===== config.mk =====
export PLATFORM = sky130hd
export DESIGN_NAME = edge_gpio
export DESIGN_NICKNAME = d
export VERILOG_FILES = /design/src/rtl/gpio_pkg.sv /design/src/rtl/gpio_in_sync.sv /design/src/rtl/gpio_chg_latch.sv /design/src/rtl/edge_gpio.sv
export SDC_FILE = /design/constraint.sdc
export NUM_CORES = 1
export LEC_CHECK = 0
export BUFFER_PORTS_ARGS = -buffer_cell sky130_fd_sc_hd__buf_2
export CAP_MARGIN = 20
export CORE_ASPECT_RATIO = 0.6
export CORE_MARGIN = 4
export CORE_UTILIZATION = 60
export DETAILED_ROUTE_END_ITERATION = 10
export PLACE_DENSITY = 0.84
export SLEW_MARGIN = 20
export SYNTH_ARGS = -nofsm -noshare
export SYNTH_HDL_FRONTEND = slang
export SYNTH_HIERARCHICAL = 1
export SYNTH_SLANG_ARGS = --single-unit

===== constraint.sdc =====
create_clock -name clk -period 5.67 [get_ports clk]
set_clock_uncertainty 0.1 [all_clocks]
set_input_delay 0.8505 -clock clk [delete_from_list [all_inputs] [get_ports clk]]
set_output_delay 0.8505 -clock clk [all_outputs]
set_load 0.01 [all_outputs]

===== src/rtl/gpio_pkg.sv =====
package gpio_pkg;

    localparam int unsigned BUS_W = 32;

    // Word index of each register (byte offset / 4)
    typedef enum logic [2:0] {
        SEL_DIR   = 3'd0,
        SEL_DATA  = 3'd1,
        SEL_IEN   = 3'd2,
        SEL_CHG   = 3'd3,
        SEL_WMASK = 3'd4,
        SEL_TYPE  = 3'd5
    } reg_sel_e;

    localparam logic [2:0] LAST_SEL = 3'd5;

    // bit 0: rising edges detected, bit 1: falling edges detected
    localparam logic [BUS_W-1:0] TYPE_BOTH_EDGES = 32'h0000_0003;

    typedef struct packed {
        logic     hit;
        logic     wr;
        reg_sel_e sel;
    } bus_dec_t;

    function automatic bus_dec_t decode(input logic [BUS_W-1:0] word_idx,
                                        input logic [1:0]       byte_lsb,
                                        input logic             we);
        bus_dec_t d;
        d.hit = (byte_lsb == 2'b00) && (word_idx <= BUS_W'(LAST_SEL));
        d.wr  = we && d.hit;
        d.sel = d.hit ? reg_sel_e'(word_idx[2:0]) : SEL_DIR;
        return d;
    endfunction

endpackage


===== src/rtl/gpio_in_sync.sv =====
module gpio_in_sync #(
    parameter int NPIN = 32
) (
    input  logic            clk,
    input  logic            rst,
    input  logic [NPIN-1:0] pad_in,
    output logic [NPIN-1:0] level,
    output logic [NPIN-1:0] step
);
    logic [NPIN-1:0] meta_q;
    logic [NPIN-1:0] sync_q;
    logic [NPIN-1:0] prev_q;

    always_ff @(posedge clk) begin
        if (rst) begin
            meta_q <= '0;
            sync_q <= '0;
            prev_q <= '0;
        end else begin
            meta_q <= pad_in;
            sync_q <= meta_q;
            prev_q <= sync_q;
        end
    end

    assign level = sync_q;
    assign step  = sync_q ^ prev_q;
endmodule


===== src/rtl/gpio_chg_latch.sv =====
module gpio_chg_latch #(
    parameter int NPIN = 32
) (
    input  logic            clk,
    input  logic            rst,
    input  logic [NPIN-1:0] step,
    input  logic [NPIN-1:0] ack,
    input  logic [NPIN-1:0] enable,
    output logic [NPIN-1:0] pending,
    output logic            irq
);
    logic [NPIN-1:0] pend_q;

    // A new step wins over a clear in the same cycle.
    always_ff @(posedge clk) begin
        if (rst) pend_q <= '0;
        else     pend_q <= (pend_q & ~ack) | step;
    end

    assign pending = pend_q;
    assign irq     = |(pend_q & enable);
endmodule


===== src/rtl/edge_gpio.sv =====
module edge_gpio
    import gpio_pkg::*;
#(
    parameter int NPIN   = 32,
    parameter int ADDR_W = 5
) (
    input  logic              clk,
    input  logic              rst,
    input  logic [ADDR_W-1:0] bus_addr,
    input  logic              bus_we,
    input  logic [BUS_W-1:0]  bus_wdata,
    output logic [BUS_W-1:0]  bus_rdata,
    input  logic [NPIN-1:0]   pad_in,
    output logic [NPIN-1:0]   pad_out,
    output logic [NPIN-1:0]   pad_oe,
    output logic              irq
);
    localparam int IDX_W = ADDR_W - 2;

    bus_dec_t             dec;
    logic [BUS_W-1:0]     word_idx;
    logic [NPIN-1:0]      wr_bits;
    logic [NPIN-1:0]      dir_q, dat_q, ien_q, wmask_q;
    logic [NPIN-1:0]      sync_lvl, step_vec, chg_vec, ack_vec;
    logic                 wr_dir, wr_dat, wr_ien, wr_chg, wr_msk;

    always_comb begin
        word_idx = '0;
        word_idx[IDX_W-1:0] = bus_addr[ADDR_W-1:2];
        dec = decode(word_idx, bus_addr[1:0], bus_we);
    end

    assign wr_bits = bus_wdata[NPIN-1:0];
    assign wr_dir  = dec.wr && (dec.sel == SEL_DIR);
    assign wr_dat  = dec.wr && (dec.sel == SEL_DATA);
    assign wr_ien  = dec.wr && (dec.sel == SEL_IEN);
    assign wr_chg  = dec.wr && (dec.sel == SEL_CHG);
    assign wr_msk  = dec.wr && (dec.sel == SEL_WMASK);
    assign ack_vec = wr_chg ? wr_bits : '0;

    always_ff @(posedge clk) begin
        if (rst) begin
            dir_q   <= '0;
            dat_q   <= '0;
            ien_q   <= '0;
            wmask_q <= '1;
        end else begin
            if (wr_dir) dir_q   <= wr_bits;
            if (wr_dat) dat_q   <= (dat_q & ~wmask_q) | (wr_bits & wmask_q);
            if (wr_ien) ien_q   <= wr_bits;
            if (wr_msk) wmask_q <= wr_bits;
        end
    end

    gpio_in_sync #(.NPIN(NPIN)) u_sync (
        .clk    (clk),
        .rst    (rst),
        .pad_in (pad_in),
        .level  (sync_lvl),
        .step   (step_vec)
    );

    gpio_chg_latch #(.NPIN(NPIN)) u_chg (
        .clk     (clk),
        .rst     (rst),
        .step    (step_vec),
        .ack     (ack_vec),
        .enable  (ien_q),
        .pending (chg_vec),
        .irq     (irq)
    );

    // Read mux: unimplemented upper bits are zero-filled.
    always_comb begin
        logic [BUS_W-1:0] wide;
        wide = '0;
        unique case (dec.sel)
            SEL_DIR:   wide[NPIN-1:0] = dir_q;
            SEL_DATA:  wide[NPIN-1:0] = sync_lvl;
            SEL_IEN:   wide[NPIN-1:0] = ien_q;
            SEL_CHG:   wide[NPIN-1:0] = chg_vec;
            SEL_WMASK: wide[NPIN-1:0] = wmask_q;
            SEL_TYPE:  wide           = TYPE_BOTH_EDGES;
            default:   wide           = '0;
        endcase
        bus_rdata = dec.hit ? wide : '0;
    end

    assign pad_out = dat_q;
    assign pad_oe  = dir_q;
endmodule


==> impl_metrics.py, run 1 <==
metrics = {
    "critical_path": {
        "r2r_cells": 3,
        "path_cells": "buf_2, nor2b_1, and3b_1, buf_4, a222oi_1, a21oi_1, buf_2",
        "cp_common_cell": "buf_2",
        "worstPathArrival_ps": 3160,
        "crit_buf_inv": 3,
        "criticalPathCategory": "in2out",
        "startpoint_type": "input port",
        "end_kind": "output pin",
        "max_stage_delay_ps": 720,
        "r2r_end": "u_chg/pending[21]$_SDFF_PP0_",
        "r2r_slack_ps": 4710,
        "r2r_start": "u_sync/level[21]$_SDFF_PP0_",
        "cp_max_fo": 28,
        "crit_slowest_cell": "and3b_1",
        "path_delay_family": "simple AND/OR/NAND/NOR gates",
        "cp.required_ps": 4720,
    },
    "final_layout": {
        "antennaDiodeCount": 0,
        "nNetsFinal": 1367,
        "layout_common_cells": "256 x dfxtp_1, 239 x nand2_1, 167 x buf_2, 159 x a21oi_1, 97 x nor2b_1",
        "final_common_cell": "dfxtp_1",
        "final_layout_size_suffix_gt1_frac": 0.185,
        "areaGrowthSynthToFinish_pct": 15.9,
        "fin_area_mm2": 0.0117,
    },
    "worst_hold_path": {
        "worstHoldEndpoint": "u_sync/level[23]$_SDFF_PP0_",
        "hp-start": "u_sync/meta_q[23]$_SDFF_PP0_",
        "hold_class": "reg2reg",
        "hold_depth": 1,
    },
    "timing": {
        "setup_tns_ps": 0,
        "maxSlewViolCount": 0,
        "finalCriticalPeriod_ps": 4110,
        "max_slew_margin": 0.339,
        "grt_setup_unrepaired": "no",
        "fin_crit_sh": 0.725,
        "max_freq_mhz": 243,
        "setup_viol": 0,
        "worst_pin_slew_ps": 992,
        "finalHoldViolCount": 0,
        "setup_slack_ps": 1560,
    },
    "grt": {
        "grt_max_degree": 161,
        "antenna_found_initial": 0,
        "grt.total_usage": 0.298,
        "overflow": 0,
        "grt_pass1_wl_um": 45300,
        "grt_pass1_vias": 8359,
    },
    "synth": {
        "syn_area_per_cell_um2": 8.60,
        "seq_area_frac_synth": 0.508,
        "yosysWarnings": 6,
        "yosys-top-cells-area": "dfxtp_1 51%, nand2_1 8.9%, a21oi_1 7.9%",
        "synth_top_cell_by_area": "dfxtp_1",
        "ys_ff_latch": 256,
        "synthCells": 1174,
        "syn-cell-area_mm2": 0.0101,
        "synthDistinctLibCells": 33,
        "synth_nets": 1246,
        "synth_top_area_share": 0.508,
    },
    "placement": {
        "port_buffers": 168,
        "placed_cell_area_mm2": 0.0109,
        "dpl.hpwl_um": 18700,
        "routabilityCongestion": 0.848,
        "post-place-ws_ps": 1650,
    },
    "clock_network": {
        "ctsHoldBuffers": 0,
        "cts-htree-levels": 1,
        "cts_root_buffer": "clkbuf_16",
        "cts_repair_resize_count": 0,
        "clkSlewWorstSetupHoldPaths_ps": 60,
        "postCtsSetupBuffers": 0,
        "clock_path_buffers": 3,
        "cts_tree": "yes",
        "cts.sinks": 256,
        "numCtsBuffers": 23,
        "clock_latency_ps": 500,
    },
    "route": {
        "met2_length_um": 12600,
        "highest_layer": "met4",
        "drt-total-wl_um": 29400,
        "drt-met1-wl_um": 12600,
        "wl_met3_um": 3470,
        "wire_per_inst_um": 19.1,
        "ant_nets": 0,
        "via_per_inst": 5.84,
        "first_pass_iters": 10,
        "drc": 0,
        "dr.first_iter.drc_count": 1364,
        "vias": 8986,
    },
    "floorplan": {
        "die_w_um": 175,
        "die-area_mm2": 0.0190,
        "rows": 36,
        "start_util": 0.617,
        "coreArea_mm2": 0.0164,
        "die-height_um": 108,
        "ios": 169,
    },
    "job": {
        "maxCapViolations": 0,
    },
    "power": {
        "p_leak_uw": 0.00482,
        "vdd_drop_max_uv": 191,
        "p_per_area_mw_per_mm2": 316,
    },
    "status": {
        "status": "finished clean",
    },
}
metal layers:
metal / up-vias / global-route usage
li1: 4203 / -
met1: 4145 / 0.435
met2: 581 / 0.456
met3: 57 / 0.0496
met4: 0 / 0.0923
met5: - / 0
metrics by stage:
| stage | hold WS (ps) | util | power [uW] | std cells |
|---|---|---|---|---|
| floorplan | 314 | - | 2050 | 1174 |
| global placement | 316 | 0.669 | 2130 | 1498 |
| detailed placement | 322 | 0.669 | 2140 | 1498 |
| CTS | 337 | 0.716 | 3700 | 1538 |
| global route | 352 | 0.716 | 3810 | 1538 |
| finish | 337 | 0.716 | 3700 | 1538 |
cells by family after synthesis:
kind of cell | Yosys count | synth area share
AO/OA/AOI/OAI | 226 | 0.138
XOR/XNOR | 32 | 0.0278
buffers and inverters | 120 | 0.0539
flip-flops | 256 | 0.508
multiplexers | 17 | 0.0188
AND/OR/NAND/NOR | 523 | 0.254
cells in the mapped netlist:
master	count
o21ai_0	1
nor2b_1	98
a21oi_1	159
dfxtp_1	256
buf_2	30
buf_6	7
nand4_1	5
nand3b_1	34
nand3_1	63
nand2_1	239
and3b_1	2
nor3_1	2
or2_1	1
buf_4	1
and2_1	36
a211o_1	1
buf_1	4
nor3b_1	1
nor4b_2	1
a22oi_2	3
a32oi_1	1
clkbuf_1	46
nor2_1	36
xor2_1	32
a22oi_1	30
and4_1	1
and3_1	2
a222oi_1	31
and2_0	1
inv_1	32
mux2_2	16
mux2i_1	1
or4_1	1
worst max path at each step:
stage / startpoint / endpoint / slack, ps / cells after the start
floorplan: bus_addr[3] / bus_rdata[10] / 2570 / 5
global placement: bus_addr[3] / bus_rdata[30] / 1680 / 7
detailed placement: bus_addr[3] / bus_rdata[28] / 1650 / 7
CTS: bus_addr[3] / bus_rdata[28] / 1640 / 7
global route: bus_addr[3] / bus_rdata[7] / 1520 / 7
finish: bus_addr[3] / bus_rdata[26] / 1560 / 7
power by group:
part	internal (uW)	leakage [uW]	total (uW)	switching (uW)
Combinational	82.4	0.00235	212	129
Sequential	1850	0.00209	1890	40.7
Clock	933	0.000386	1590	661
Total	2870	0.00482	3700	831
layout make-up:
type | count | area, um^2
fillers | 1266 | 4650
clock inverters | 10 | 125
clock buffers | 30 | 642
repair buffers | 184 | 970
multi-input cells | 798 | 4440
well taps | 228 | 285
inverters | 32 | 120
flip-flops and latches | 256 | 5120
Power figures use the tool's default switching activity.
==> run 2: changes to the inputs <==
Settings changed: CORE_UTILIZATION 60 to 56, PLACE_DENSITY 0.84 to 0.79.
Clock period 5.67 ns to 4.1 ns, I/O delays scaled along.
==> run 2 against run 1 <==
Effect of this change: final cell count rose by 1.1%; die area rose by 6.7%; power rose by 34%; largest power group unchanged.
==> impl_metrics.py, run 2 (synthesis gave the netlist of run 1 again) <==
metrics = {
    "status": {
        "status": "finished clean",
    },
    "floorplan": {
        "die-area_mm2": 0.0203,
        "die_w_um": 181,
        "rows": 37,
        "start_util": 0.580,
        "coreArea_mm2": 0.0174,
        "die-height_um": 112,
        "ios": 169,
    },
    "route": {
        "vias": 9066,
        "via_per_inst": 5.83,
        "highest_layer": "met5",
        "wl_met3_um": 3610,
        "ant_nets": 0,
        "met2_length_um": 12700,
        "first_pass_iters": 8,
        "drt-met1-wl_um": 13300,
        "dr.first_iter.drc_count": 1413,
        "wire_per_inst_um": 19.5,
        "drt-total-wl_um": 30300,
        "drc": 0,
    },
    "clock_network": {
        "cts_repair_resize_count": 0,
        "cts_root_buffer": "clkbuf_16",
        "cts-htree-levels": 1,
        "cts.sinks": 256,
        "clock_path_buffers": 3,
        "ctsHoldBuffers": 0,
        "clock_latency_ps": 510,
        "numCtsBuffers": 23,
        "postCtsSetupBuffers": 0,
        "clkSlewWorstSetupHoldPaths_ps": 70,
        "cts_tree": "yes",
    },
    "critical_path": {
        "worstPathArrival_ps": 2750,
        "end_kind": "output pin",
        "cp_max_fo": 28,
        "startpoint_type": "input port",
        "criticalPathCategory": "in2out",
        "cp.required_ps": 3380,
    },
    "worst_hold_path": {
        "hold_class": "in2reg",
    },
    "final_layout": {
        "layout_common_cells": "256 x dfxtp_1, 239 x nand2_1, 167 x buf_2, 159 x a21oi_1, 97 x nor2b_1",
        "fill_cells": 1436,
        "multi_input_area_mm2": 0.00444,
        "regArea_mm2": 0.00512,
        "final_layout_size_suffix_gt1_frac": 0.189,
        "antennaDiodeCount": 0,
        "final_common_cell": "dfxtp_1",
        "areaGrowthSynthToFinish_pct": 16.4,
        "nNetsFinal": 1377,
    },
    "placement": {
        "dpl.hpwl_um": 20200,
        "port_buffers": 168,
        "routabilityCongestion": 0.891,
    },
    "timing": {
        "finalCriticalPeriod_ps": 3470,
        "grt_setup_unrepaired": "no",
        "max_freq_mhz": 288,
        "fin_crit_sh": 0.846,
        "setup_viol": 0,
        "setup_tns_ps": 0,
        "maxSlewViolCount": 0,
        "max_slew_margin": 0.367,
        "worst_pin_slew_ps": 949,
        "finalHoldViolCount": 0,
    },
    "power": {
        "p_leak_uw": 0.00485,
        "p_per_area_mw_per_mm2": 423,
        "vdd_drop_max_uv": 232,
        "power.total_uw": 4970,
    },
    "grt": {
        "grt_max_degree": 136,
        "grt_pass1_wl_um": 47000,
        "antenna_found_initial": 1,
        "grt_pass1_vias": 8341,
        "overflow": 0,
        "grt.total_usage": 0.285,
    },
    "job": {
        "maxCapViolations": 0,
    },
}
-- run 2: changes by cell type in the layout (fill, tap and decap cells not counted), sizes merged --
cell,change
clkinv,+2
buf,+11
bufinv,-2
-- run 2: critical path, stage by stage --
cell	delay (ps)
buf_2	520
a211o_1	240
or2_1	380
buf_4	450
a222oi_1	130
a21oi_1	230
buf_2	170
-- run 2: per-stage QoR --
step	worst slack (ps)	instances	utilization	hold slack, ps	area, um^2
6_report	633	1555	0.675	214	11700
5_1_grt	554	1555	0.675	208	11700
4_1_cts	683	1555	0.675	211	11700
3_5_place_dp	699	1514	0.634	320	11000
3_3_place_gp	738	1514	0.634	317	11000
2_1_floorplan	1470	1174	-	314	10100
-- run 2: final timing paths --
| path | startpoint | endpoint | slack [ps] | cells after the start |
|---|---|---|---|---|
| setup / recovery | bus_addr[3] | bus_rdata[1] | 630 | 7 |
| hold / removal | pad_in[24] | u_sync/meta_q[24]$_SDFF_PP0_ | 210 | 2 |
| setup reg to reg | wmask_q[28]$_SDFFE_PP1P_ | flip-flop | 3110 | 3 |
| hold reg to reg | u_sync/meta_q[30]$_SDFF_PP0_ | u_sync/level[30]$_SDFF_PP0_ | 330 | 1 |
-- run 2: layer usage --
metal	vias up	GRT usage
li1	4207	-
met1	4237	0.433
met2	565	0.412
met3	55	0.0594
met4	2	0.0745
met5	-	0
-- run 2: where the power goes --
group          internal [uW]  total (uW)  switching [uW]
combinational            118         300             182
clock                   1140        2050             915
sequential              2560        2620            59.0
-- run 2: final cells by class --
class                      instances  area share
timing repair buffer             194      0.0909
clock inverter                    10     0.00671
sequential                       256       0.436
clock buffer                      31      0.0533
multi-input combinational        798       0.378
tap                              234      0.0249
inverter                          32      0.0102
==> run 3: changes to the inputs <==
Settings changed: ABC_AREA from default to 1, CORE_UTILIZATION 56 to 51, PLACE_DENSITY 0.79 to 0.76.
Clock period 4.1 ns to 3 ns, I/O delays scaled along.
==> run 3 against run 2 <==
Effect of this change: sequential power increased by 36%; global-route usage decreased by 4.8 points; synthesized cell count rose by 32%; design area is 6.0% higher; clock power is 47% higher; critical path depth up 1; non-clock buffer count fell by 7; flip-flop and latch count stayed put; register-to-register slack got worse by 1200 ps; critical endpoint is now bus_rdata[26]; largest cell class unchanged.
==> impl_metrics.py, run 3 <==
metrics = {
    "status": {
        "status": "finished clean",
    },
    "synth": {
        "synthCells": 1546,
        "ys_ff_latch": 256,
        "synthDistinctLibCells": 23,
        "seq_area_frac_synth": 0.481,
        "yosys-top-cells-area": "dfxtp_1 48%, nand2_1 18%, nor2_1 8.1%",
        "syn_area_per_cell_um2": 6.89,
        "ys.flop_type": "dfxtp_1",
        "async_reset_ff_frac": 0,
        "yosysWarnings": 6,
        "synth_top_cell_by_area": "dfxtp_1",
        "synth_top_area_share": 0.481,
        "synth_common_cells": "501 x nand2_1, 256 x dfxtp_1, 231 x nor2_1",
        "synth-edff-count": 0,
        "syn-cell-area_mm2": 0.0107,
        "synth_nets": 1618,
        "synth.most_common_cell": "nand2_1",
    },
    "grt": {
        "met2_usage": 0.385,
        "antenna_found_initial": 0,
        "grt_max_degree": 116,
        "grt_pass1_wl_um": 46300,
        "gr-max-usage-layer": "met2",
        "grt.total_usage": 0.237,
        "overflow": 0,
        "grt_pass1_vias": 9030,
        "grt_util_met1": 0.338,
        "use_met3": 0.0382,
    },
    "clock_network": {
        "clkSlewWorstSetupHoldPaths_ps": 70,
        "cts_tree": "yes",
        "cts-htree-levels": 1,
        "ctsHoldBuffers": 0,
        "cts_root_buffer": "clkbuf_16",
        "cts.sinks": 256,
        "clock_path_buffers": 3,
        "clock_latency_ps": 510,
        "numCtsBuffers": 23,
        "cts_repair_resize_count": 0,
        "postCtsSetupBuffers": 0,
    },
    "power": {
        "power.total_uw": 7010,
        "power.share.clock": 0.431,
        "p_leak_uw": 0.00594,
        "comb_power_share": 0.061,
        "power_switching_uw": 1600,
        "p_per_area_mw_per_mm2": 563,
        "power_switching_share": 0.229,
        "vdd_drop_max_uv": 339,
        "p_int_uw": 5410,
        "seq_power_share": 0.508,
    },
    "worst_hold_path": {
        "hold_class": "in2reg",
        "worstHoldEndpoint": "u_sync/meta_q[4]$_SDFF_PP0_",
        "hold_depth": 3,
        "hp-start": "pad_in[4]",
    },
    "floorplan": {
        "rows": 40,
        "start_util": 0.526,
        "die-height_um": 120,
        "die-area_mm2": 0.0233,
        "die_w_um": 195,
        "coreArea_mm2": 0.0203,
        "ios": 169,
    },
    "route": {
        "ant_nets": 0,
        "drc": 0,
        "via_per_inst": 5.04,
        "vias": 9952,
        "dr.first_iter.drc_count": 707,
        "first_pass_iters": 5,
        "drt-total-wl_um": 28700,
        "wire_per_inst_um": 14.6,
    },
    "placement": {
        "post-place-ws_ps": -38.9,
        "routabilityCongestion": 0.798,
        "port_buffers": 168,
        "dpl.hpwl_um": 18900,
    },
    "timing": {
        "finalHoldViolCount": 0,
        "finalCriticalPeriod_ps": 2550,
        "setup_viol": 0,
        "maxSlewViolCount": 0,
        "fin_crit_sh": 0.851,
        "max_slew_margin": 0.515,
        "grt_setup_unrepaired": "no",
        "worst_pin_slew_ps": 728,
        "max_freq_mhz": 392,
        "setup_slack_ps": 448,
    },
    "critical_path": {
        "cp_max_fo": 13,
        "end_kind": "output pin",
        "max_stage_delay_ps": 640,
        "r2r_slack_ps": 1960,
        "cp.required_ps": 2450,
        "path_cells": "buf_2, o31ai_4, buf_4, nand2_1, nand2_1, nor2_1, nor2_1, buf_2",
        "r2r_end": "u_chg/pending[18]$_SDFF_PP0_",
        "startpoint_type": "input port",
        "crit_slowest_cell": "o31ai_4",
        "criticalPathCategory": "in2out",
        "r2r_start": "u_sync/level[18]$_SDFF_PP0_",
        "r2r_cells": 5,
        "worstPathArrival_ps": 2000,
    },
    "final_layout": {
        "nNetsFinal": 1758,
        "final_layout_size_suffix_gt1_frac": 0.144,
        "areaGrowthSynthToFinish_pct": 16.8,
        "layout_common_cells": "501 x nand2_1, 256 x dfxtp_1, 231 x nor2_1, 204 x inv_1, 167 x buf_2",
        "fill_cells": 1903,
        "antennaDiodeCount": 0,
        "final_common_cell": "nand2_1",
    },
    "job": {
        "maxCapViolations": 0,
    },
}
-- run 3: cell families (layout without fill, tap and decap cells) --
family | count (synthesis) | count (layout) | share of synthesized area
compound gates | 196 | 196 | 0.101
buf+inv | 279 | 433 | 0.112
flops | 256 | 256 | 0.481
simple gates | 815 | 815 | 0.306
-- run 3: worst max-delay path by stage --
stage / end / slack [ps] / cells past startpoint / from
6_report: bus_rdata[26] / 450 / 8 / bus_addr[2]
5_1_grt: bus_rdata[27] / 370 / 8 / bus_addr[2]
4_1_cts: bus_rdata[26] / 50 / 8 / bus_addr[2]
3_5_place_dp: pad_oe[14]$_SDFFE_PP0P_ / -40 / 6 / bus_addr[2]
3_3_place_gp: pad_oe[11]$_SDFFE_PP0P_ / 70 / 6 / bus_addr[2]
2_1_floorplan: bus_rdata[10] / 920 / 8 / bus_addr[1]
-- run 3: cell type report --
class | count | area [um^2] | area share
flip-flops and latches | 256 | 5120 | 0.412
multi-input cells | 1011 | 4350 | 0.350
repair buffers | 187 | 1080 | 0.0872
inverters | 207 | 777 | 0.0624
clock buffers | 30 | 642 | 0.0516
well taps | 273 | 342 | 0.0274
clock inverters | 9 | 124 | 0.00995
-- run 3: metrics by stage --
| stage | util | cell area, um^2 | cells | setup TNS (ps) | hold slack, ps |
|---|---|---|---|---|---|
| 2_1_floorplan | - | 10700 | 1546 | 0 | 288 |
| 3_3_place_gp | 0.575 | 11600 | 1932 | 0 | 290 |
| 3_5_place_dp | 0.575 | 11700 | 1933 | -234 | 293 |
| 4_1_cts | 0.613 | 12400 | 1972 | 0 | 31.8 |
| 5_1_grt | 0.614 | 12400 | 1973 | 0 | 38.1 |
| 6_report | 0.614 | 12400 | 1973 | 0 | 41.8 |
-- run 3: layer usage --
metal | vias to the layer above | routed length [um]
li1 | 4992 | -
met1 | 4597 | 13500
met2 | 333 | 12700
met3 | 30 | 2020
met4 | 0 | 446
met5 | - | 0
-- run 3: worst max-delay path: cells and delay by family --
kind                   cells  cell delay [ps]
AOI/OAI and AO/OA          1              640
buffers and inverters      3              640
and+or+nand+nor            4              270
-- run 3: power groups by stage --
stage          Sequential [uW]  Clock, uW  Combinational [uW]
5_1_grt                   3570       3230                 484
4_1_cts                   3560       3060                 428
6_report                  3560       3020                 431
2_1_floorplan             3620          0                 268
3_5_place_dp              3640          0                 426
3_3_place_gp              3630          0                 415
